**src/rtl/wcd_pkg.sv**
```systemverilog
package wcd_pkg;
  typedef enum logic {OP_OTHER = 1'b0, OP_WRITE = 1'b1} wcd_op_e;

  // true when a burst of len words fits beside used words in a queue of cap
  function automatic logic wcd_fits(input int unsigned used,
                                    input int unsigned len,
                                    input int unsigned cap);
    return (used + len) <= cap;
  endfunction
endpackage

```
**src/rtl/wcd_fifo.sv**
```systemverilog
module wcd_fifo #(
  parameter int W     = 8,
  parameter int DEPTH = 4,
  localparam int CW   = $clog2(DEPTH + 1),
  localparam int AW   = (DEPTH > 1) ? $clog2(DEPTH) : 1
) (
  input  logic          clk,
  input  logic          rst_n,
  input  logic          push,
  input  logic [W-1:0]  din,
  input  logic          pop,
  output logic [W-1:0]  dout,
  output logic [CW-1:0] count
);
  logic [W-1:0]  mem [DEPTH];
  logic [AW-1:0] wp, rp;
  logic          do_push, do_pop;

  assign do_push = push && (count != CW'(DEPTH));
  assign do_pop  = pop && (count != '0);
  assign dout    = mem[rp];

  always_ff @(posedge clk) begin
    if (!rst_n) begin
      wp    <= '0;
      rp    <= '0;
      count <= '0;
    end else begin
      if (do_push) wp <= (wp == AW'(DEPTH - 1)) ? '0 : wp + AW'(1);
      if (do_pop)  rp <= (rp == AW'(DEPTH - 1)) ? '0 : rp + AW'(1);
      count <= count + CW'(do_push) - CW'(do_pop);
    end
  end

  always_ff @(posedge clk) begin
    if (do_push) mem[wp] <= din;
  end
endmodule

```
**src/rtl/wcd_bank_lane.sv**
```systemverilog
module wcd_bank_lane #(
  parameter int ADDR_W      = 16,
  parameter int LEN_W       = 3,
  parameter int DATA_W      = 16,
  parameter int CMDQ_DEPTH  = 4,
  parameter int DATAQ_DEPTH = 8,
  localparam int ENT_W      = 1 + LEN_W + ADDR_W,
  localparam int RESV_W     = $clog2(DATAQ_DEPTH + 1)
) (
  input  logic              clk,
  input  logic              rst_n,
  input  logic              cq_push,
  input  logic [ENT_W-1:0]  cq_din,
  output logic              cq_full,
  input  logic              res_add,
  input  logic [LEN_W-1:0]  res_len,
  input  logic              pd_push,
  input  logic [DATA_W-1:0] pd_din,
  output logic              cmd_valid,
  input  logic              cmd_ready,
  output logic [ADDR_W-1:0] cmd_addr,
  output logic [LEN_W-1:0]  cmd_len,
  output logic              cmd_wr,
  output logic              dat_valid,
  input  logic              dat_ready,
  output logic [DATA_W-1:0] dat_data,
  output logic [RESV_W-1:0] resv,
  output logic [RESV_W-1:0] dq_count
);
  localparam int CQ_CW = $clog2(CMDQ_DEPTH + 1);

  logic [CQ_CW-1:0] cq_count;
  logic [ENT_W-1:0] cq_head;
  logic             word_out;

  wcd_fifo #(.W(ENT_W), .DEPTH(CMDQ_DEPTH)) u_cq (
    .clk(clk), .rst_n(rst_n), .push(cq_push), .din(cq_din),
    .pop(cmd_ready), .dout(cq_head), .count(cq_count));

  wcd_fifo #(.W(DATA_W), .DEPTH(DATAQ_DEPTH)) u_dq (
    .clk(clk), .rst_n(rst_n), .push(pd_push), .din(pd_din),
    .pop(dat_ready), .dout(dat_data), .count(dq_count));

  assign cq_full   = (cq_count == CQ_CW'(CMDQ_DEPTH));
  assign cmd_valid = (cq_count != '0);
  assign {cmd_wr, cmd_len, cmd_addr} = cq_head;
  assign dat_valid = (dq_count != '0);
  assign word_out  = dat_valid && dat_ready;

  // space held for this bank: stored words plus words still being pulled
  always_ff @(posedge clk) begin
    if (!rst_n) resv <= '0;
    else        resv <= resv + (res_add ? RESV_W'(res_len) : '0) - RESV_W'(word_out);
  end
endmodule

```
**src/rtl/wr_cmd_dispatch.sv**
```systemverilog
module wr_cmd_dispatch
  import wcd_pkg::*;
#(
  parameter int ADDR_W      = 16,
  parameter int LEN_W       = 3,
  parameter int DATA_W      = 16,
  parameter int NBANK       = 4,
  parameter int CH_LSB      = 4,
  parameter int CH_W        = 1,
  parameter int CHAN_ID     = 0,
  parameter int INLET_DEPTH = 8,
  parameter int SKID        = 2,
  parameter int CMDQ_DEPTH  = 4,
  parameter int DATAQ_DEPTH = 8,
  parameter int TAG_DEPTH   = 8
) (
  input  logic                       clk,
  input  logic                       rst_n,
  input  logic                       cmd_valid,
  input  logic                       cmd_wr,
  input  logic [ADDR_W-1:0]          cmd_addr,
  input  logic [LEN_W-1:0]           cmd_len,
  output logic                       cmd_stall,
  output logic                       pull_valid,
  input  logic                       pull_ready,
  output logic [$clog2(NBANK)-1:0]   pull_bank,
  output logic [LEN_W-1:0]           pull_len,
  input  logic                       pd_valid,
  input  logic [DATA_W-1:0]          pd_data,
  output logic [NBANK-1:0]           bk_cmd_valid,
  input  logic [NBANK-1:0]           bk_cmd_ready,
  output logic [NBANK*ADDR_W-1:0]    bk_cmd_addr,
  output logic [NBANK*LEN_W-1:0]     bk_cmd_len,
  output logic [NBANK-1:0]           bk_cmd_wr,
  output logic [NBANK-1:0]           bk_dat_valid,
  input  logic [NBANK-1:0]           bk_dat_ready,
  output logic [NBANK*DATA_W-1:0]    bk_dat_data
);
  localparam int BANK_W   = $clog2(NBANK);
  localparam int BANK_LSB = CH_LSB + CH_W;
  localparam int ENT_W    = 1 + LEN_W + ADDR_W;
  localparam int RESV_W   = $clog2(DATAQ_DEPTH + 1);
  localparam int IN_CW    = $clog2(INLET_DEPTH + 1);
  localparam int TAG_CW   = $clog2(TAG_DEPTH + 1);
  localparam int TAG_W    = BANK_W + LEN_W;

  // inlet queue
  logic              in_push, in_pop, in_empty;
  logic [IN_CW-1:0]  in_count;
  logic [ENT_W-1:0]  head;
  wcd_op_e           head_op;
  logic [LEN_W-1:0]  head_len;
  logic [ADDR_W-1:0] head_addr;
  logic [BANK_W-1:0] hb;

  assign in_push = cmd_valid && (cmd_addr[CH_LSB +: CH_W] == CH_W'(CHAN_ID));

  wcd_fifo #(.W(ENT_W), .DEPTH(INLET_DEPTH)) u_inlet (
    .clk(clk), .rst_n(rst_n), .push(in_push), .din({cmd_wr, cmd_len, cmd_addr}),
    .pop(in_pop), .dout(head), .count(in_count));

  assign in_empty  = (in_count == '0);
  assign cmd_stall = (in_count >= IN_CW'(INLET_DEPTH - SKID));
  assign head_op   = wcd_op_e'(head[ENT_W-1]);
  assign head_len  = head[ADDR_W +: LEN_W];
  assign head_addr = head[ADDR_W-1:0];
  assign hb        = head_addr[BANK_LSB +: BANK_W];

  // tag queue of outstanding pulls
  logic              tag_full, tag_empty, tag_pop, pull_fire;
  logic [TAG_CW-1:0] tag_count;
  logic [TAG_W-1:0]  tag_head;
  logic [BANK_W-1:0] tag_bank;
  logic [LEN_W-1:0]  tag_len, burst_q;

  wcd_fifo #(.W(TAG_W), .DEPTH(TAG_DEPTH)) u_tag (
    .clk(clk), .rst_n(rst_n), .push(pull_fire), .din({hb, head_len}),
    .pop(tag_pop), .dout(tag_head), .count(tag_count));

  assign tag_full  = (tag_count == TAG_CW'(TAG_DEPTH));
  assign tag_empty = (tag_count == '0);
  assign {tag_bank, tag_len} = tag_head;
  assign tag_pop   = pd_valid && !tag_empty && (burst_q == tag_len - LEN_W'(1));

  always_ff @(posedge clk) begin
    if (!rst_n)                      burst_q <= '0;
    else if (tag_pop)                burst_q <= '0;
    else if (pd_valid && !tag_empty) burst_q <= burst_q + LEN_W'(1);
  end

  // bank lanes
  logic [NBANK-1:0]  cq_full, cq_push, res_add, pd_push;
  logic [RESV_W-1:0] resv   [NBANK];
  logic [RESV_W-1:0] dq_cnt [NBANK];
  logic [NBANK*RESV_W-1:0] resv_flat, dq_cnt_flat;
  logic              fits, other_go;

  assign fits       = wcd_fits(32'(resv[hb]), 32'(head_len), DATAQ_DEPTH);
  assign pull_valid = !in_empty && (head_op == OP_WRITE) && !cq_full[hb] && fits && !tag_full;
  assign other_go   = !in_empty && (head_op == OP_OTHER) && !cq_full[hb];
  assign pull_fire  = pull_valid && pull_ready;
  assign in_pop     = pull_fire || other_go;
  assign pull_bank  = hb;
  assign pull_len   = head_len;

  always_comb begin
    for (int b = 0; b < NBANK; b++) begin
      cq_push[b] = in_pop && (hb == BANK_W'(b));
      res_add[b] = pull_fire && (hb == BANK_W'(b));
      pd_push[b] = pd_valid && !tag_empty && (tag_bank == BANK_W'(b));
    end
  end

  for (genvar b = 0; b < NBANK; b++) begin : g_lane
    wcd_bank_lane #(
      .ADDR_W(ADDR_W), .LEN_W(LEN_W), .DATA_W(DATA_W),
      .CMDQ_DEPTH(CMDQ_DEPTH), .DATAQ_DEPTH(DATAQ_DEPTH)
    ) u_lane (
      .clk(clk), .rst_n(rst_n),
      .cq_push(cq_push[b]), .cq_din(head), .cq_full(cq_full[b]),
      .res_add(res_add[b]), .res_len(head_len),
      .pd_push(pd_push[b]), .pd_din(pd_data),
      .cmd_valid(bk_cmd_valid[b]), .cmd_ready(bk_cmd_ready[b]),
      .cmd_addr(bk_cmd_addr[b*ADDR_W +: ADDR_W]),
      .cmd_len(bk_cmd_len[b*LEN_W +: LEN_W]), .cmd_wr(bk_cmd_wr[b]),
      .dat_valid(bk_dat_valid[b]), .dat_ready(bk_dat_ready[b]),
      .dat_data(bk_dat_data[b*DATA_W +: DATA_W]),
      .resv(resv[b]), .dq_count(dq_cnt[b]));
    assign resv_flat[b*RESV_W +: RESV_W]   = resv[b];
    assign dq_cnt_flat[b*RESV_W +: RESV_W] = dq_cnt[b];
  end
endmodule

```
**config.mk**
```make
export PLATFORM = sky130hd
export DESIGN_NAME = wr_cmd_dispatch
export DESIGN_NICKNAME = d
export VERILOG_FILES = /design/src/rtl/wcd_pkg.sv /design/src/rtl/wcd_fifo.sv /design/src/rtl/wcd_bank_lane.sv /design/src/rtl/wr_cmd_dispatch.sv
export SDC_FILE = /design/constraint.sdc
export NUM_CORES = 1
export LEC_CHECK = 0
export ABC_CLOCK_PERIOD_IN_PS = 6100
export CAP_MARGIN = 20
export CELL_PAD_IN_SITES_DETAIL_PLACEMENT = 1
export CELL_PAD_IN_SITES_GLOBAL_PLACEMENT = 1
export CORE_ASPECT_RATIO = 1.75
export CORE_UTILIZATION = 53
export DETAILED_ROUTE_END_ITERATION = 10
export PLACE_DENSITY = 0.88
export RECOVER_POWER = 25
export SYNTH_ARGS = -nofsm -noshare
export SYNTH_HDL_FRONTEND = slang
export SYNTH_HIERARCHICAL = 1
export SYNTH_SLANG_ARGS = --single-unit
```
**constraint.sdc**
```tcl
create_clock -name clk -period 6.1 [get_ports clk]
set_input_delay 0.61 -clock clk [delete_from_list [all_inputs] [get_ports clk]]
set_output_delay 0.61 -clock clk [all_outputs]
set_load 0.02 [all_outputs]
```
==> results of run 1 <==
[registers in the layout, summed over array words and instances (netlist names), 4 cells and up, named ones only]
| signal | count |
|---|---|
| g_lane.u_lane/resv | 16 |
| g_lane.u_lane/u_cq/count | 12 |
| g_lane.u_lane/u_cq/mem | 320 |
| g_lane.u_lane/u_cq/rp | 8 |
| g_lane.u_lane/u_cq/wp | 8 |
| g_lane.u_lane/u_dq/count | 16 |
| g_lane.u_lane/u_dq/mem | 512 |
| g_lane.u_lane/u_dq/rp | 12 |
| g_lane.u_lane/u_dq/wp | 12 |
| u_inlet/count | 4 |
| u_inlet/mem | 160 |
| u_tag/count | 4 |
| u_tag/mem | 40 |
[synth_stat cells, drive strengths merged (19+ instances only)]
cell,n
nor2,70
dfxtp,133
buf,60
mux2,89
nand2b,20
and2,50
o21ai,19
xnor2,23
nor3,28
edfxtp,1032
inv,71
ha,107
nand3,22
clkbuf,29
mux2i,68
mux4,263
nand2,131
[critical path, stage by stage (launching register included)]
cell      delay (ps)
dfxtp_2          530
mux4_1           610
mux2_2           410
buf_4            290
mux4_1           550
fa_1             450
a21o_1           180
a21oi_1          440
a41oi_4          270
nor3_2           170
a21boi_4         350
xnor2_1          180
ha_1             190
inv_1             60
fa_1             400
xnor2_1          240
xnor2_1          130
and2_1           200
[report_power, final]
part	switching (mW)	internal, mW
clock	2.97	3.71
sequential	0.470	9.35
combinational	3.28	2.56
total	6.72	15.6
[metal layers]
metal / share of wire / GRT usage / vias up
li1: - / - / 10000
met1: 0.34 / 0.302 / 12700
met2: 0.54 / 0.515 / 1099
met3: 0.060 / 0.0488 / 308
met4: 0.052 / 0.134 / 10
met5: 0.00045 / 0 / -
[per-stage QoR]
stage,setup WS [ps],cell area [um^2]
finish,322,54200
global route,239,54200
CTS,368,54100
detailed placement,483,50700
global placement,802,50700
floorplan,913,47100
[worst min-delay path by stage]
stage | slack, ps | cells after the start | to
2_1_floorplan | 460 | 2 | flip-flop
3_3_place_gp | 470 | 2 | g_lane[3].u_lane/u_dq/rp[1]
5_1_grt | 530 | 2 | u_tag/rp[1]
6_report | 500 | 2 | u_tag/rp[1]
4_1_cts | 500 | 2 | u_tag/rp[1]
3_5_place_dp | 490 | 2 | u_tag/rp[1]
[area by class of cell]
| class | count | area share |
|---|---|---|
| clock buffers | 130 | 0.0495 |
| inverters | 71 | 0.00492 |
| multi-input cells | 1012 | 0.237 |
| flip-flops and latches | 1165 | 0.621 |
| clock inverters | 51 | 0.0122 |
| repair buffers | 279 | 0.0489 |
| diodes | 5 | 0.000231 |
| well taps | 1168 | 0.0270 |
[kinds of logic after synthesis]
family	synth area share
AND/OR/NAND/NOR	0.0386
adder cells (fa/ha/maj)	0.0348
AO/OA/AOI/OAI	0.0115
XOR/XNOR	0.00726
buffers and inverters	0.0180
flip-flops	0.715
multiplexers	0.175
==> flow_summary_export.csv, run 1 <==
group,metric,value,unit
timing,min_period,5780,ps
timing,final-setup-viol-count,0,
timing,slew_headroom,-0.295,
synth,ys_async_sr_fraction,0,
critical_path,path_class,"flip-flop to flip-flop",
layout,fin_nets,2798,
floorplanning,start_util,0.535,
power_and_ir_drop,ir_worst_vdd,0.000314,V
run,cap_viol_max_count,2,
routing,vias_per_cell,6.23,
critical_path,cp_max_fo,28,
timing,fin_skew,33.6,ps
synth,yosysTopAreaCellShare,0.658,
clocking,tritoncts,"done",
timing,final.setup.tns,0,ps
layout,mostFrequentLayoutCell,"edfxtp_1",
synth,synth_top_cell_by_area,"edfxtp_1",
synth,ys_seq_area_frac,0.715,
clocking,cts_root_buf,"clkbuf_16",
floorplanning,io_pins,208,
critical_path,rr_worst_depth,17,
layout,final_core_util,0.617,
floorplanning,die_h,396,um
global_route,grt_pass1_vias,26100,
run_status,violations,"max-capacitance violations, max-slew violations",
synth,ys_ff_latch,1165,
floorplanning,dieArea,90100,um^2
power_and_ir_drop,p_total,22.3,mW
synth,netlist_area,47100,um^2
global_route,globalRouteOverflowTotal,0,
global_route,antenna_found_initial,10,
routing,ant_nets,0,
routing,drtIter0Drc,1845,
hold_path,hold_path.startpoint,"u_tag/rp[1]",
clocking,cts_resized,0,
synth,ys.flop_type,"edfxtp_1",
timing,max_freq,173,MHz
hold_path,min_path_type,"flip-flop to flip-flop",
critical_path,end_kind,"flip-flop",
critical_path,cp.arrival,6370,ps
synth,synth_area_leaders,"edfxtp_1 66%, mux4_1 9.3%, dfxtp_1 5.7%",
critical_path,r2r_slack,320,ps
synth,synth_warnings,6,
power_and_ir_drop,cellLeakagePower,17.9,nW
floorplanning,core-area,87900,um^2
clocking,htree_levels,3,
layout,layout.cells.non_filler,3881,
placed_design,numPortBuffers,207,
routing,drt-pass1-iter-count,5,
layout,mostFrequentLayoutCells,"1032 x edfxtp_1, 171 x clkdlybuf4s50_1, 166 x mux4_1",
clocking,clkSlewWorstSetupHoldPaths,70,ps
routing,totalWireLength,127,mm
clocking,cts_setup_buffers,0,
timing,rsz0062_at_grt,"false",
critical_path,crit_required,6690,ps
clocking,numCtsBuffers,98,
synth,syn_inst,2337,
timing,finalCritPeriodShare,0.947,
timing,worst_slew_pin_slew,1940,ps
timing,maxSlewViolCount,59,
layout,seq_area,33700,um^2
clocking,cts_sinks,1165,
layout,drive_above_1_share,0.169,
layout,syn2layout_area_growth,15.2,%
synth,synth_nets,2508,
clocking,clk_path_buf_depth,3,
routing,wl_per_cell,32.6,um
placed_design,hpwl,73.9,mm
timing,hold_ws,499,ps
routing,drc,0,
layout,multi_input_area,12800,um^2
clocking,clock_latency,710,ps
timing,hold_viol,0,
global_route,grt_pass1_wl,179,mm
synth,netlist-cell-type-count,49,
critical_path,critPathCapture,"g_lane[0].u_lane/u_cq/count[2]",
run_status,status,"finished, violations left",
floorplanning,die_w,227,um
critical_path,crit_path_start_kind,"flip-flop",
power_and_ir_drop,power_density,412,nW/um^2
placed_design,place_congestion,0.783,
floorplanning,fp-row-count,144,
layout,fillCellCount,7329,
synth,synth_edf_count,1032,
routing,vias,24200,
critical_path,timing.rr.end,"g_lane[0].u_lane/u_cq/count[2]",
global_route,grtUsageTotal,0.278,
synth,syn_area_per_cell,20.1,um^2
placed_design,place_inst,3679,
global_route,grt_max_degree,89,
clocking,cts_hold_buf,0,
(Power assumes the default switching activity.)
==> run 2: changes to the inputs <==
PLACE_DENSITY = 0.89   (was 0.88)
SYNTH_HIERARCHICAL = default   (was 1)
==> run 2 against run 1 <==
  * The run still ends with max-capacitance violations, max-slew violations left
  * Clock-buffer cell count is 10 lower
  * Critical path depth down 3
  * Non-clock buffer count is 3 higher
  * Utilization rose by 0.38 points
  * Critical path type is now flip-flop to output port
  * Largest cell class unchanged
==> flow_summary_export.csv, run 2 <==
group,metric,value,unit
clocking,tritoncts,"done",
layout,largest-register,"g_lane.u_lane.u_dq.mem",
timing,min_period,5870,ps
timing,maxSlewViolCount,330,
placed_design,dpl-instance-area,49600,um^2
placed_design,place_congestion,0.793,
synth,ys.flop_type,"edfxtp_1",
placed_design,numPortBuffers,207,
synth,ys_async_sr_fraction,0,
global_route,grt_pass1_wl,180,mm
hold_path,hold_end,"g_lane[0].u_lane.u_cq.wp[0]",
floorplanning,dieArea,87900,um^2
layout,mostFrequentLayoutCells,"1032 x edfxtp_1, 257 x mux4_2, 170 x clkdlybuf4s50_1",
critical_path,rr_worst_depth,23,
critical_path,end_kind,"output port",
clocking,htree_levels,3,
global_route,grt_max_degree,105,
layout,mostFrequentLayoutCell,"edfxtp_1",
routing,vias,23600,
floorplanning,die_w,224,um
clocking,clkSlewWorstSetupHoldPaths,70,ps
hold_path,hold_depth,3,
synth,synth_edf_count,1032,
layout,final_core_util,0.620,
routing,drtIter0Drc,1967,
layout,layout.cells.non_filler,3854,
critical_path,max_stage_delay,780,ps
critical_path,path_buf_inv,2,
floorplanning,start_util,0.536,
timing,max_freq,170,MHz
routing,vias_per_cell,6.12,
clocking,cts_sinks,1165,
critical_path,cp_cell_sequence,"mux2i_1, mux4_2, nand2_1, o21ai_0, a21oi_1, ha_1, inv_1, fa_1, xor2_1, nand3_1, a221o_1, mux2_4, nor3_1, clkdlybuf4s50_1",
timing,hold_viol,0,
placed_design,hpwl,73.9,mm
run_status,violations,"max-capacitance violations, max-slew violations",
layout,drive_above_1_share,0.224,
critical_path,cp.arrival,5260,ps
critical_path,timing.rr.end,"g_lane[1].u_lane.u_cq.count[2]",
floorplanning,fp-row-count,142,
layout,stdcell_area,53100,um^2
layout,fin_nets,2792,
hold_path,hold_path.startpoint,"rst_n",
critical_path,cp_max_fo,18,
routing,totalWireLength,127,mm
placed_design,place_inst,3647,
timing,rsz0062_at_grt,"false",
clocking,numCtsBuffers,98,
run_status,status,"finished, violations left",
global_route,grtUsageTotal,0.290,
synth,yosysMostFrequentCell,"edfxtp_1",
synth,ys_seq_area_frac,0.733,
synth,synth_warnings,0,
clocking,cts_root_buf,"clkbuf_16",
power_and_ir_drop,cellLeakagePower,17.3,nW
floorplanning,io_pins,208,
synth,netlist_area,45900,um^2
floorplanning,core-area,85600,um^2
clocking,clk_path_buf_depth,3,
critical_path,r2r_slack,260,ps
critical_path,crit_path_start_kind,"flip-flop",
synth,syn_inst,2334,
routing,drt-pass1-iter-count,5,
routing,wl_per_cell,32.9,um
timing,fin_skew,43.7,ps
global_route,antenna_found_initial,14,
global_route,grt_pass1_vias,25900,
clocking,clock_latency,710,ps
critical_path,slowest_stage,"clkdlybuf4s50_1",
synth,ys_ff_latch,1165,
critical_path,path_delay_family,"multiplexers",
synth,yosysTopAreaCellShare,0.675,
layout,top_regs,"g_lane.u_lane.u_dq.mem (512), g_lane.u_lane.u_cq.mem (320), u_inlet.mem (160)",
clocking,cts_hold_buf,0,
floorplanning,die_h,391,um
synth,synth_area_leaders,"edfxtp_1 67%, mux4_2 13%, dfxtp_1 5.8%",
synth,netlist-cell-type-count,44,
routing,ant_nets,0,
critical_path,path_class,"flip-flop to output port",
synth,synth_nets,2516,
clocking,cts_setup_buffers,0,
global_route,globalRouteOverflowTotal,0,
synth,synth_common_cells,"1032 x edfxtp_1, 257 x mux4_2, 133 x dfxtp_1, 118 x ha_1, 113 x inv_1",
power_and_ir_drop,power_density,434,nW/um^2
power_and_ir_drop,ir_worst_vdd,0.000461,V
timing,finalCritPeriodShare,0.962,
timing,hold_ws,266,ps
routing,drc,0,
timing,worst_slew_pin_slew,2090,ps
timing,final-setup-viol-count,0,
layout,fillCellCount,7093,
hold_path,min_path_type,"input port to flip-flop",
timing,final.setup.tns,0,ps
run,cap_viol_max_count,10,
critical_path,crit_required,5490,ps
synth,synth_top_cell_by_area,"edfxtp_1",
layout,syn2layout_area_growth,15.7,%
synth,syn_area_per_cell,19.7,um^2
timing,slew_headroom,-0.393,
layout,largest_reg_flops,512,
clocking,cts_resized,2,
==> run 2: changes by cell type in the layout (fill, tap and decap cells not counted), moves of 14 or more <==
cell	delta
mux4_1	-166
mux4_2	+160
inv_1	+43
nand2_1	-40
mux2i_1	-35
nor2b_1	+32
nor2_1	-24
nand3_1	-18
a21oi_1	+16
and2_1	+14
nor3_1	+14
==> run 2: cells by family (layout without fill, tap and decap cells) <==
logic type,Yosys count,count (layout),share of synthesized area
flops,1165,1165,0.733
mux,375,375,0.154
simple gates,323,323,0.0355
buf+inv,220,577,0.0204
fa+ha+maj,133,133,0.0387
compound gates,79,79,0.0108
xor+xnor,39,39,0.00744
other cells,0,11,0
==> run 2: worst max-delay path by stage <==
stage	from	endpoint	slack, ps	cells after the start
finish	flip-flop	pull_valid	230	14
CTS	flip-flop	g_lane[1].u_lane.u_cq.count[2]	50	23
global route	flip-flop	g_lane[1].u_lane.u_cq.count[2]	10	23
detailed placement	flip-flop	g_lane[1].u_lane.u_cq.count[2]	70	23
floorplan	flip-flop	g_lane[1].u_lane.u_cq.count[2]	850	25
global placement	flip-flop	g_lane[2].u_lane.u_cq.count[2]	500	23
==> run 2: layer usage <==
metal | vias up | GRT usage | part of all wire
li1 | 9674 | - | -
met1 | 12400 | 0.314 | 0.33
met2 | 1172 | 0.540 | 0.55
met3 | 285 | 0.0565 | 0.069
met4 | 10 | 0.133 | 0.044
met5 | - | 0 | 0.00056
==> run 2: area by class of cell <==
type | count | area [um^2] | area share
Sequential cell | 1165 | 33700 | 0.634
Multi-Input combinational cell | 949 | 11500 | 0.216
Timing Repair Buffer | 282 | 2770 | 0.0521
Clock buffer | 120 | 2620 | 0.0493
Tap cell | 1152 | 1440 | 0.0271
Clock inverter | 61 | 703 | 0.0132
Inverter | 114 | 428 | 0.00805
Antenna cell | 11 | 27.5 | 0.000518
==> run 2: per-stage QoR <==
step	setup WS, ps	power, mW
final	231	23.1
after global routing	11.5	23.8
after CTS	55.0	23.1
after detailed placement	70.1	16.3
after global placement	495	15.7
after floorplan	849	13.8
==> run 2: worst reg2reg max path, cell delays in order (launching register included) <==
cell     delay [ps]
dfxtp_4         480
mux2i_1         140
mux4_2          680
nand2_1         140
o21ai_0          80
a21oi_1         180
ha_1            220
inv_1            70
fa_1            430
xor2_1          270
nand3_1         130
a221o_1         330
mux2_4          290
o32ai_2         260
and3_2          390
inv_1            90
ha_1            330
inv_1            80
ha_1            180
inv_1            90
fa_1            440
xnor2_1         210
xnor2_1          90
and2_1          180
==> run 2: report_power, final <==
group          internal [mW]  total, mW  switching, mW
Combinational           2.80       6.52           3.72
Sequential              9.50       9.91          0.410
Clock                   3.64       6.64           3.01
Total                   15.9       23.1           7.14
